## src/rtl/psd_pkg.sv

```systemverilog
package psd_pkg;
  localparam int unsigned SWALLOW_W = 3;
  localparam int unsigned MAIN_W    = 11;
  localparam int unsigned WORD_W    = SWALLOW_W + MAIN_W;
  localparam int unsigned PRE_BASE  = 8;
  localparam int unsigned PHASE_W   = $clog2(PRE_BASE + 1);

  typedef struct packed {
    logic [MAIN_W-1:0]    main_cnt;
    logic [SWALLOW_W-1:0] swallow_cnt;
  } ratio_word_t;
endpackage

```

## src/rtl/psd_prescaler.sv

```systemverilog
module psd_prescaler #(
  parameter int unsigned PRE_N = 8,
  localparam int unsigned PH_W = $clog2(PRE_N + 1)
) (
  input  logic            clk_i,
  input  logic            rst_ni,
  input  logic            load_i,
  input  logic            swallow_i,
  output logic            tc_o,
  output logic [PH_W-1:0] phase_o
);
  localparam logic [PH_W-1:0] LAST_LO = PH_W'(PRE_N - 1);
  localparam logic [PH_W-1:0] LAST_HI = PH_W'(PRE_N);

  logic [PH_W-1:0] ph_q, ph_d;
  logic            ph_en;

  assign tc_o = (ph_q == (swallow_i ? LAST_HI : LAST_LO));

  always_comb begin
    ph_en = 1'b1;
    if (load_i || tc_o) ph_d = '0;
    else                ph_d = ph_q + 1'b1;
  end

  always_ff @(posedge clk_i or negedge rst_ni) begin
    if (!rst_ni)    ph_q <= '0;
    else if (ph_en) ph_q <= ph_d;
  end

  assign phase_o = ph_q;

  AST_MOD8_RANGE: assert property (@(posedge clk_i) disable iff (!rst_ni)
    !swallow_i |-> ph_q <= LAST_LO);
  AST_PHASE_WRAP: assert property (@(posedge clk_i) disable iff (!rst_ni)
    (tc_o || load_i) |=> ph_q == '0);
endmodule

```

## src/rtl/psd_swallow_ctr.sv

```systemverilog
module psd_swallow_ctr #(
  parameter int unsigned A_W = 3
) (
  input  logic           clk_i,
  input  logic           rst_ni,
  input  logic           load_i,
  input  logic           tc_i,
  input  logic [A_W-1:0] a_i,
  output logic           swallow_o
);
  logic [A_W-1:0] a_q, a_d;
  logic           a_en;

  assign swallow_o = (a_q != '0);

  always_comb begin
    a_en = load_i || (tc_i && swallow_o);
    if (load_i) a_d = a_i;
    else        a_d = a_q - 1'b1;
  end

  always_ff @(posedge clk_i or negedge rst_ni) begin
    if (!rst_ni)   a_q <= '0;
    else if (a_en) a_q <= a_d;
  end

  AST_A_LOAD: assert property (@(posedge clk_i) disable iff (!rst_ni)
    load_i |=> a_q == $past(a_i));
  AST_A_DEC: assert property (@(posedge clk_i) disable iff (!rst_ni)
    (tc_i && !load_i && a_q != '0) |=> a_q == $past(a_q) - 1'b1);
endmodule

```

## src/rtl/psd_main_ctr.sv

```systemverilog
module psd_main_ctr #(
  parameter int unsigned M_W = 11
) (
  input  logic           clk_i,
  input  logic           rst_ni,
  input  logic           tc_i,
  input  logic [M_W-1:0] m_i,
  output logic           load_o
);
  logic [M_W-1:0] m_q, m_d, m_reload;
  logic           start_q;
  logic           m_en;

  assign m_reload = (m_i == '0) ? '0 : m_i - 1'b1;
  assign load_o   = start_q || (tc_i && m_q == '0);

  always_comb begin
    m_en = load_o || tc_i;
    if (load_o) m_d = m_reload;
    else        m_d = m_q - 1'b1;
  end

  always_ff @(posedge clk_i or negedge rst_ni) begin
    if (!rst_ni) begin
      m_q     <= '0;
      start_q <= 1'b1;
    end else begin
      start_q <= 1'b0;
      if (m_en) m_q <= m_d;
    end
  end

  AST_M_HOLD: assert property (@(posedge clk_i) disable iff (!rst_ni)
    (!tc_i && !load_o) |=> $stable(m_q));
  AST_M_DEC: assert property (@(posedge clk_i) disable iff (!rst_ni)
    (tc_i && !load_o) |=> m_q == $past(m_q) - 1'b1);
endmodule

```

## src/rtl/pulse_swallow_div.sv

```systemverilog
module pulse_swallow_div
  import psd_pkg::*;
(
  input  logic              clk_i,
  input  logic              rst_ni,
  input  logic [WORD_W-1:0] ratio_i,
  output logic              pulse_o
);
  localparam logic [PHASE_W-1:0] PULSE_LAST = PHASE_W'(PRE_BASE - 1);

  ratio_word_t        word;
  logic [1:0]         rst_sync_q;
  logic               rst_n_int;
  logic               load, tc, swallow;
  logic [PHASE_W-1:0] phase;
  logic               pulse_q, pulse_d, pulse_en;

  assign word = ratio_word_t'(ratio_i);

  always_ff @(posedge clk_i or negedge rst_ni) begin
    if (!rst_ni) rst_sync_q <= 2'b00;
    else         rst_sync_q <= {rst_sync_q[0], 1'b1};
  end
  assign rst_n_int = rst_sync_q[1];

  psd_prescaler #(.PRE_N(PRE_BASE)) u_pre (
    .clk_i(clk_i), .rst_ni(rst_n_int), .load_i(load), .swallow_i(swallow),
    .tc_o(tc), .phase_o(phase)
  );

  psd_swallow_ctr #(.A_W(SWALLOW_W)) u_swallow (
    .clk_i(clk_i), .rst_ni(rst_n_int), .load_i(load), .tc_i(tc),
    .a_i(word.swallow_cnt), .swallow_o(swallow)
  );

  psd_main_ctr #(.M_W(MAIN_W)) u_main (
    .clk_i(clk_i), .rst_ni(rst_n_int), .tc_i(tc), .m_i(word.main_cnt),
    .load_o(load)
  );

  always_comb begin
    pulse_en = 1'b1;
    pulse_d  = load || (pulse_q && phase != PULSE_LAST);
  end

  always_ff @(posedge clk_i or negedge rst_n_int) begin
    if (!rst_n_int)    pulse_q <= 1'b0;
    else if (pulse_en) pulse_q <= pulse_d;
  end

  assign pulse_o = pulse_q;

  AST_PULSE_START: assert property (@(posedge clk_i) disable iff (!rst_n_int)
    load |=> (pulse_q && phase == '0));
  AST_PULSE_END: assert property (@(posedge clk_i) disable iff (!rst_n_int)
    (pulse_q && phase == PULSE_LAST && !load) |=> !pulse_q);
endmodule

```

## config.mk

```make
export PLATFORM = sky130hd
export DESIGN_NAME = pulse_swallow_div
export DESIGN_NICKNAME = d
export VERILOG_FILES = /design/src/rtl/psd_pkg.sv /design/src/rtl/psd_prescaler.sv /design/src/rtl/psd_swallow_ctr.sv /design/src/rtl/psd_main_ctr.sv /design/src/rtl/pulse_swallow_div.sv
export SDC_FILE = /design/constraint.sdc
export NUM_CORES = 1
export LEC_CHECK = 0
export BUFFER_PORTS_ARGS = -buffer_cell sky130_fd_sc_hd__buf_2
export CAP_MARGIN = 20
export CORE_MARGIN = 3
export CORE_UTILIZATION = 55
export CTS_CLUSTER_SIZE = 28
export DETAILED_ROUTE_END_ITERATION = 6
export PLACE_DENSITY = 0.76
export SLEW_MARGIN = 15
export SYNTH_ARGS = -nofsm -noshare
export SYNTH_HDL_FRONTEND = slang
export SYNTH_SLANG_ARGS = --single-unit
```

## constraint.sdc

```tcl
create_clock -name clk_i -period 0.8 [get_ports clk_i]
set_input_delay 0.12 -clock clk_i [delete_from_list [all_inputs] [get_ports clk_i]]
set_output_delay 0.12 -clock clk_i [all_outputs]
set_load 0.02 [all_outputs]
```

==> results of run 1 <==
logic make-up after synthesis:
kind of cell	count (synthesis)	share of synthesized area, %
multiplexers	3	2.40
AO/OA/AOI/OAI	31	15.1
other	2	0.533
XOR/XNOR	11	6.83
flip-flops	22	39.1
AND/OR/NAND/NOR	69	27.2
adder cells (fa/ha/maj)	6	5.32
buffers and inverters	12	3.46
metrics by stage:
stage	cells	setup slack, ns	setup TNS (ns)	instance area, µm²	hold slack (ns)
2_1_floorplan	156	-1.19	-18.73	1470	-0.176
3_5_place_dp	247	-1.20	-20.53	1970	-0.0934
3_3_place_gp	247	-1.14	-19.05	1970	-0.0963
==> results.ini, run 1 <==
[run_status]
status=did not finish
lastStage=clock tree synthesis (4_1_cts)
tool.error=[ERROR DPL-0033] detailed placement checks failed during check placement.

[logic_synthesis]
ys_seq_elements=22
synth_enable_flop_cells=0
synth_cell_type_count=45
syn_nets=178
post_synth.cell_area_avg_um2=9.04
yosysSeqAreaShare_pct=39.1
synth_area_leaders=dfrtp_1, ha_1, nand2_1
yosysTopAreaCell=dfrtp_1
synthArstFlopShare_pct=100
syn_inst=156
synthMostInstantiatedCell=dfrtp_1
ys.flop_type=dfrtp_1
ys_warn_count=0
netlist_area_um2=1410
synth_top_area_share_pct=37.3
synth_common_cells=dfrtp_1, nand2_1, nor2_1

[clock_tree]
h-tree-depth=1
post_cts_buffers=18
cts-buffers-inserted=3
cts-root-buf=clkbuf_4
cts.repair.resized=33
cts.sinks=22
cts_max_path_buffers=2
hold_buffers=1

[floorplan]
rows=17
die_y_um=56.6
start_util_pct=60.8
ios=17
die_w_um=56.6

[placed_design]
dpl.hpwl_um=3400
gp_congestion=0.921
io_buffers=16

==> run 2: changes to the inputs <==
--- a/config.mk
+++ b/config.mk
@@ -7,11 +7,10 @@
 export LEC_CHECK = 0
 export BUFFER_PORTS_ARGS = -buffer_cell sky130_fd_sc_hd__buf_2
 export CAP_MARGIN = 20
-export CORE_MARGIN = 3
-export CORE_UTILIZATION = 55
-export CTS_CLUSTER_SIZE = 28
+export CORE_AREA = 3 3 64 66
 export DETAILED_ROUTE_END_ITERATION = 6
-export PLACE_DENSITY = 0.76
+export DIE_AREA = 0 0 67 69
+export PLACE_DENSITY_LB_ADDON = 0.15
 export SLEW_MARGIN = 15
 export SYNTH_ARGS = -nofsm -noshare
 export SYNTH_HDL_FRONTEND = slang
==> run 2 against run 1 <==
Compared with the run above:
- the flow now finishes, with violations (negative setup slack)
- synthesized cell count is the same
- area after synthesis is the same
==> results.ini, run 2 <==
[min_path]
hold_start=ratio_i[2]
whs_path_depth=2
hold_class=primary input to register
hold_path_end=u_swallow.a_q[2]$_DFFE_PN0P_

[logic_synthesis]
netlist_area_um2=1410
yosysSeqAreaShare_pct=39.1
synth_common_cells=dfrtp_1, nand2_1, nor2_1
ys_warn_count=0
post_synth.cell_area_avg_um2=9.04
synth_enable_flop_cells=0
yosysTopAreaCell=dfrtp_1
synth_cell_type_count=45
syn_nets=178
ys_seq_elements=22
syn_inst=156
synth_area_leaders=dfrtp_1, ha_1, nand2_1
synthArstFlopShare_pct=100
synthMostInstantiatedCell=dfrtp_1
ys.flop_type=dfrtp_1
synth_top_area_share_pct=37.3

[cells_and_area]
drive_gt1_share_pct=52.5
largest_reg_flops=11
top_register=u_main.m_q
syn2layout_area_growth_pct=69.6
layout_common_cells=buf_4, dfrtp_1, nand2_1, buf_2, nor2_1
final_common_cell=buf_4
n_antenna_cell=0
fin_nets=261

[sta]
drv_slew=0
finalHoldViolations=0
finalCritPeriodShare_pct=250
rsz0062_at_grt=yes
skew_ns=0.0123
finalSetupViolCount=20
fin_ws_ns=-1.20
max_freq_mhz=501
post-route-min-period_ns=2.00
tns_ns=-19.00

[power_and_ir_drop]
power_leakage_uw=0.00108
vdd_ir_drop_max_v=0.00138
powerDensity_nw_per_um2=1570

[worst_setup_path]
crit_path_start=u_main.m_q[1]$_DFFE_PN0N_
reg2reg_depth=5
crit_path_end_kind=register
arrival_ns=2.15
r2r_end=u_main.m_q[9]$_DFFE_PN0N_
critPathKind=register to register
worstReg2RegStart=u_main.m_q[1]$_DFFE_PN0N_
r2r_slack_ns=-1.20
crit_fanout=3
crit_path_start_kind=register
crit_required_ns=0.95

[clock_tree]
cts-buffers-inserted=3
cts-root-buf=clkbuf_8
cts_tree=built
insertion_delay_ns=0.27
cts.sinks=22
h-tree-depth=1
path_clk_slew_ns=0.09
cts_max_path_buffers=2

[run_status]
violations=negative setup slack
status=finished, violations left

[floorplan]
die_w_um=67
start_util_pct=38.8
rows=22
ios=17
die_y_um=69
coreArea_um2=3630
die_area_um2=4620

[global_routing]
grt_max_degree=14
overflow=0
grt_pass1_wl_um=7020
grt_pass1_vias=1558
antenna_found_initial=0
grt_use_total_pct=19.1

[drt]
drc_errors=0
antenna_left=0
wl_per_cell_um=15.2
first_iter_violations=118
viasPerCell=5.31
first_pass_iters=4
postRouteWirelength_um=4350
vias=1519

[placed_design]
dp_slack_ns=-1.21
io_buffers=16
dpl.hpwl_um=3050
gp_congestion=0.864

[run]
maxCapViolations=0

-- run 2: kinds of logic (layout without fill, tap and decap cells) --
| logic type | after synthesis | count (layout) | share of synthesized area (%) |
|---|---|---|---|
| and+or+nand+nor | 69 | 69 | 27.2 |
| AOI/OAI and AO/OA | 31 | 32 | 15.1 |
| DFF | 22 | 22 | 39.1 |
| buffers and inverters | 12 | 93 | 3.46 |
| xor gates and xnor gates | 11 | 11 | 6.83 |
| adders and majority gates | 6 | 6 | 5.32 |
| muxes | 3 | 3 | 2.40 |
| other | 2 | 2 | 0.533 |
-- run 2: what timing repair did --
item,in CTS,in global routing
hold buffers,1,0
pin swaps,16,8
hold endpoints to repair,2,0
buffers inserted,12,4
endpoints found under the setup margin,20,20
gates resized for setup,36,15
gates cloned,1,0
-- run 2: how the worst max path moves through the flow --
| stage | endpoint |
|---|---|
| final | u_main.m_q[9]$_DFFE_PN0N_ |
| after floorplan | u_swallow.a_q[0]$_DFFE_PN0P_ |
| after global routing | u_main.m_q[9]$_DFFE_PN0N_ |
| after global placement | u_swallow.a_q[0]$_DFFE_PN0P_ |
| after detailed placement | u_swallow.a_q[0]$_DFFE_PN0P_ |
| after CTS | u_main.m_q[9]$_DFFE_PN0N_ |
-- run 2: area by class of cell --
cell class              count  area [µm²]
flip-flops and latches     22         552
repair buffers             81         659
well taps                  48        60.1
clock buffers               3        41.3
multi-input cells         123        1020
clock inverters             1        30.0
inverters                   8        32.5
fillers                   301        1240
-- run 2: worst max-delay path, cell delays in order, from the launching register on --
cell,delay (ns)
dfrtp_1,0.40
or4_4,0.54
or4_4,0.45
o311a_1,0.32
a21oi_2,0.10
o211ai_1,0.08
-- run 2: power breakdown --
| part | total [µW] | internal (µW) | leakage (µW) | switching [µW] |
|---|---|---|---|---|
| logic | 1320 | 726 | 0.000791 | 591 |
| clock network | 1040 | 668 | 0.0000357 | 370 |
| registers | 1390 | 1260 | 0.000258 | 133 |
| total | 3750 | 2650 | 0.00108 | 1090 |
-- run 2: through the flow --
stage               area [µm²]  util (%)  hold WS [ns]  cells  power (µW)
floorplan                 1470         -        -0.176    156        1880
global placement          1980      54.5       -0.0964    268        2320
detailed placement        1980      54.5       -0.0939    268        2370
CTS                       2310      63.5        0.0819    284        3680
global route              2390      65.8        0.0842    286        3960
finish                    2390      65.8        0.0837    286        3750
-- run 2: layer usage --
metal | part of all wire [%] | vias to the layer above | GRT usage (%)
met5 | 0 | - | 0
li1 | - | 728 | -
met2 | 50 | 45 | 30.7
met1 | 43 | 729 | 25.8
met4 | 2.5 | 0 | 4.05
met3 | 4.8 | 17 | 4.23
(Power assumes the default switching activity.)
==> run 3: changes to the inputs <==
--- a/config.mk
+++ b/config.mk
@@ -10,8 +10,9 @@
 export CORE_AREA = 3 3 64 66
 export DETAILED_ROUTE_END_ITERATION = 6
 export DIE_AREA = 0 0 67 69
+export MAX_ROUTING_LAYER = met4
 export PLACE_DENSITY_LB_ADDON = 0.15
-export SLEW_MARGIN = 15
+export SLEW_MARGIN = 20
 export SYNTH_ARGS = -nofsm -noshare
 export SYNTH_HDL_FRONTEND = slang
 export SYNTH_SLANG_ARGS = --single-unit
==> run 3 against run 2 <==
Compared with the run above:
- the run still ends with negative setup slack left
- worst hold slack lost 0.0030 ns
- non-clock buffer count is the same
- highest routed layer unchanged
- critical path type unchanged
- combinational power is essentially flat
- utilization is the same
- register-to-register slack is essentially flat
- total power grew 0.15%
- worst setup slack gained 0.0071 ns
- clock power is essentially flat
- fmax grew 0.36%
- global-route usage grew 0.52 points
- routed wire length shrank 0.51%
- cell count is the same
==> results.ini, run 3 (synthesized netlist as in run 2, its figures left out) <==
[run_status]
status=finished, violations left
violations=negative setup slack

[cells_and_area]
multi_input_area_um2=1020
fin_nets=261
stdcell_area_um2=2390
final_common_cell=buf_4
regArea_um2=552
drive_gt1_share_pct=52.5
top_register=u_main.m_q
largest_reg_flops=11
layout_common_cells=buf_4, dfrtp_1, nand2_1, buf_2, nor2_1
n_fill_cell=301
postLayoutCoreUtil_pct=65.8
n_antenna_cell=0
syn2layout_area_growth_pct=69.6

[sta]
max_freq_mhz=503
post-route-min-period_ns=1.99
finalHoldViolations=0
whs_ns=0.0807
finalSetupViolCount=20
rsz0062_at_grt=yes
finalCritPeriodShare_pct=249
drv_slew=0
fin_ws_ns=-1.19
skew_ns=0.0146

[drt]
first_iter_violations=109
viasPerCell=5.24
antenna_left=0
first_pass_iters=4
drc_errors=0
postRouteWirelength_um=4330
wl_per_cell_um=15.1
vias=1500

[power_and_ir_drop]
fin_total_pwr_uw=3750
power_leakage_uw=0.00108
vdd_ir_drop_max_v=0.00139
powerDensity_nw_per_um2=1570

[worst_setup_path]
cpMostUsedCell=or4_4
crit_path_end_kind=register
crit_chain=or4_4 > or4_4 > o311a_1 > a21oi_2 > o211ai_1
crit_required_ns=0.96
crit_fanout=3
slowest_delay_ns=0.55
slowest_stage=or4_4
r2r_end=u_main.m_q[9]$_DFFE_PN0N_
critPathKind=register to register
reg2reg_depth=5
worstReg2RegStart=u_main.m_q[1]$_DFFE_PN0N_
r2r_slack_ns=-1.19
arrival_ns=2.15
crit_path_start_kind=register

[clock_tree]
insertion_delay_ns=0.27
cts_max_path_buffers=2
cts-root-buf=clkbuf_8
cts-buffers-inserted=3
cts.sinks=22
path_clk_slew_ns=0.09
h-tree-depth=1
cts_tree=built

[floorplan]
rows=22
coreArea_um2=3630
die_w_um=67
ios=17
die_area_um2=4620
die_y_um=69
start_util_pct=38.8

[placed_design]
place_area_um2=1980
dpl.hpwl_um=3050
gp_congestion=0.878
io_buffers=16
dp_slack_ns=-1.21

[run]
maxCapViolations=0

[min_path]
whs_path_depth=2
hold_class=primary input to register
hold_start=ratio_i[2]
hold_path_end=u_swallow.a_q[2]$_DFFE_PN0P_

[global_routing]
grt_use_total_pct=19.6
overflow=0
grt_pass1_vias=1555
antenna_found_initial=0
grt_max_degree=14
grt_pass1_wl_um=7040

[run 3: layout make-up]
| type | count | share of cell area [%] |
|---|---|---|
| Clock inverter | 1 | 1.26 |
| Inverter | 8 | 1.36 |
| Clock buffer | 3 | 1.73 |
| Tap cell | 48 | 2.51 |
| Sequential cell | 22 | 23.1 |
| Timing Repair Buffer | 81 | 27.6 |
| Multi-Input combinational cell | 123 | 42.5 |
[run 3: stage by stage]
step	std cells	TNS (ns)
after floorplan	156	-18.73
after global placement	268	-19.21
after detailed placement	268	-19.83
after CTS	284	-18.79
after global routing	286	-20.87
final	286	-18.95
[run 3: metal layers]
metal	vias to the layer above	routed length [µm]	GRT usage [%]
li1	726	-	-
met5	-	0	-
met4	0	80	4.05
met3	8	214	4.23
met2	41	2170	30.6
met1	725	1870	25.9
[run 3: power breakdown]
group | switching, µW | leakage [µW] | internal (µW)
Sequential | 134 | 0.000258 | 1260
Combinational | 588 | 0.000791 | 726
Clock | 377 | 0.0000357 | 669
[run 3: how the worst max path moves through the flow]
stage,from,end,depth (start not counted)
after floorplan,u_swallow.a_q[0]$_DFFE_PN0P_,u_swallow.a_q[0]$_DFFE_PN0P_,9
after global placement,u_main.m_q[1]$_DFFE_PN0N_,u_swallow.a_q[0]$_DFFE_PN0P_,7
after detailed placement,u_main.m_q[1]$_DFFE_PN0N_,u_swallow.a_q[0]$_DFFE_PN0P_,7
after CTS,u_main.m_q[0]$_DFFE_PN0N_,u_main.m_q[9]$_DFFE_PN0N_,5
after global routing,u_main.m_q[1]$_DFFE_PN0N_,u_main.m_q[9]$_DFFE_PN0N_,5
final,u_main.m_q[1]$_DFFE_PN0N_,u_main.m_q[9]$_DFFE_PN0N_,5
[run 3: worst max-delay path: cells and delay by family (launching register included)]
family	cells	cell delay, ns
AOI/OAI and AO/OA	3	0.50
DFF	1	0.40
and+or+nand+nor	2	1.00
[run 3: timing repair]
item	in CTS	in global routing
buffers inserted	12	4
hold buffers	1	0
endpoints found under the setup margin	20	20
hold endpoints to repair	2	0
cloned	1	0
gates resized for setup	36	15
pin swaps	16	8
==> run 4: changes to the inputs <==
--- a/config.mk
+++ b/config.mk
@@ -8,10 +8,10 @@
 export BUFFER_PORTS_ARGS = -buffer_cell sky130_fd_sc_hd__buf_2
 export CAP_MARGIN = 20
 export CORE_AREA = 3 3 64 66
+export CTS_CLUSTER_DIAMETER = 30
 export DETAILED_ROUTE_END_ITERATION = 6
 export DIE_AREA = 0 0 67 69
 export MAX_ROUTING_LAYER = met4
-export PLACE_DENSITY_LB_ADDON = 0.15
 export SLEW_MARGIN = 20
 export SYNTH_ARGS = -nofsm -noshare
 export SYNTH_HDL_FRONTEND = slang
==> run 4 against run 3 <==
Compared with the run above:
- the run still ends with negative setup slack left
- routed wire length decreased by 12%
- total power fell by 4.7%
- register-to-register slack about the same
- clock power about the same
- clock-buffer cell count is the same
- sequential power about the same
- worst setup slack better by 0.011 ns
- sequential cell count did not move
- combinational power fell by 11%
- non-clock buffer count is 3 lower
==> results.ini, run 4 (synthesized netlist as in run 2, its figures left out) <==
[global_routing]
grt_pass1_vias=1460
grt_max_degree=21
grt_pass1_wl_um=6350
antenna_found_initial=0
overflow=0
grt_use_total_pct=17.9

[drt]
postRouteWirelength_um=3820
wl_per_cell_um=13.5
drc_errors=0
viasPerCell=5.14
first_iter_violations=44
vias=1449
antenna_left=0
first_pass_iters=4

[placed_design]
dpl.hpwl_um=2920
dp_slack_ns=-1.14
dp_cells=270
io_buffers=16
place_area_um2=2000
gp_congestion=0.810

[floorplan]
ios=17
die_y_um=69
rows=22
coreArea_um2=3630
die_w_um=67
start_util_pct=38.8
die_area_um2=4620

[cells_and_area]
finalNonFillerCells=282
largest_reg_flops=11
fin_nets=257
stdcell_area_um2=2240
final_common_cell=buf_4
syn2layout_area_growth_pct=59.1
drive_gt1_share_pct=48.3
n_antenna_cell=0
top_register=u_main.m_q
layout_common_cells=buf_4, dfrtp_1, nand2_1, buf_2, nor2_1

[worst_setup_path]
crit_required_ns=0.95
r2r_slack_ns=-1.18
arrival_ns=2.13
crit_fanout=2
r2r_end=u_main.m_q[9]$_DFFE_PN0N_
crit_path_start_kind=register
reg2reg_depth=5
critPathKind=register to register
endpoint=u_main.m_q[9]$_DFFE_PN0N_
crit_path_end_kind=register
worstReg2RegStart=u_main.m_q[0]$_DFFE_PN0N_
crit_path_start=u_main.m_q[0]$_DFFE_PN0N_

[sta]
skew_ns=0.00398
rsz0062_at_grt=yes
finalHoldViolations=0
drv_slew=0
fin_ws_ns=-1.18
finalCritPeriodShare_pct=247
whs_ns=0.0808
tns_ns=-19.02
post-route-min-period_ns=1.98
finalSetupViolCount=20
max_freq_mhz=505

[clock_tree]
cts.sinks=22
cts-root-buf=clkbuf_8
cts_tree=built
cts-buffers-inserted=3
cts_max_path_buffers=2
path_clk_slew_ns=0.09
h-tree-depth=1
insertion_delay_ns=0.27

[power_and_ir_drop]
vdd_ir_drop_max_v=0.000707
power_leakage_uw=0.00104
powerDensity_nw_per_um2=1590

[run]
maxCapViolations=0

[min_path]
hold_start=ratio_i[0]
hold_class=primary input to register
whs_path_depth=2

[run_status]
status=finished, violations left
violations=negative setup slack

run 4: power breakdown:
part           internal (µW)  switching [µW]
Combinational            641             518
Sequential              1260             101
Clock                    669             390
run 4: critical path, stage by stage (launching register included):
cell and delay, ns:
dfrtp_1 0.41, or4_4 0.52, or4_4 0.43, o311a_1 0.31, a21oi_2 0.10, o211ai_1 0.08
run 4: routing by layer:
layer	vias to the layer above	part of all wire (%)	GRT usage, %
met5	-	0	-
met4	0	1.6	5.63
met3	9	3.7	2.12
met2	40	54	31.4
met1	681	41	20.8
li1	719	-	-
run 4: area by class of cell:
class                           instances  area (µm²)
Multi-Input combinational cell        122         921
Inverter                                8        30.0
Clock buffer                            3        41.3
Sequential cell                        22         552
Tap cell                               48        60.1
Fill cell                             314        1390
Clock inverter                          1        30.0
Timing Repair Buffer                   78         609
run 4: worst min path at each step:
stage,to
6_report,u_swallow.a_q[0]$_DFFE_PN0P_
5_1_grt,u_swallow.a_q[1]$_DFFE_PN0P_
4_1_cts,u_swallow.a_q[0]$_DFFE_PN0P_
3_5_place_dp,rst_sync_q[1]$_DFF_PN0_
3_3_place_gp,rst_sync_q[1]$_DFF_PN0_
2_1_floorplan,rst_sync_q[0]$_DFF_PN0_
run 4: what timing repair did:
action,CTS,global route
setup buffers,1,6
setup endpoints to repair,20,20
hold endpoints to repair,2,0
pin swaps,2,8
hold buffers,1,0
gates cloned,0,1
resized for setup,14,17
run 4: metrics by stage:
stage / util (%) / total power (µW)
global placement: 54.9 / 2350
floorplan: - / 1880
CTS: 58.7 / 3470
finish: 61.7 / 3580
detailed placement: 54.9 / 2390
global route: 61.7 / 3790
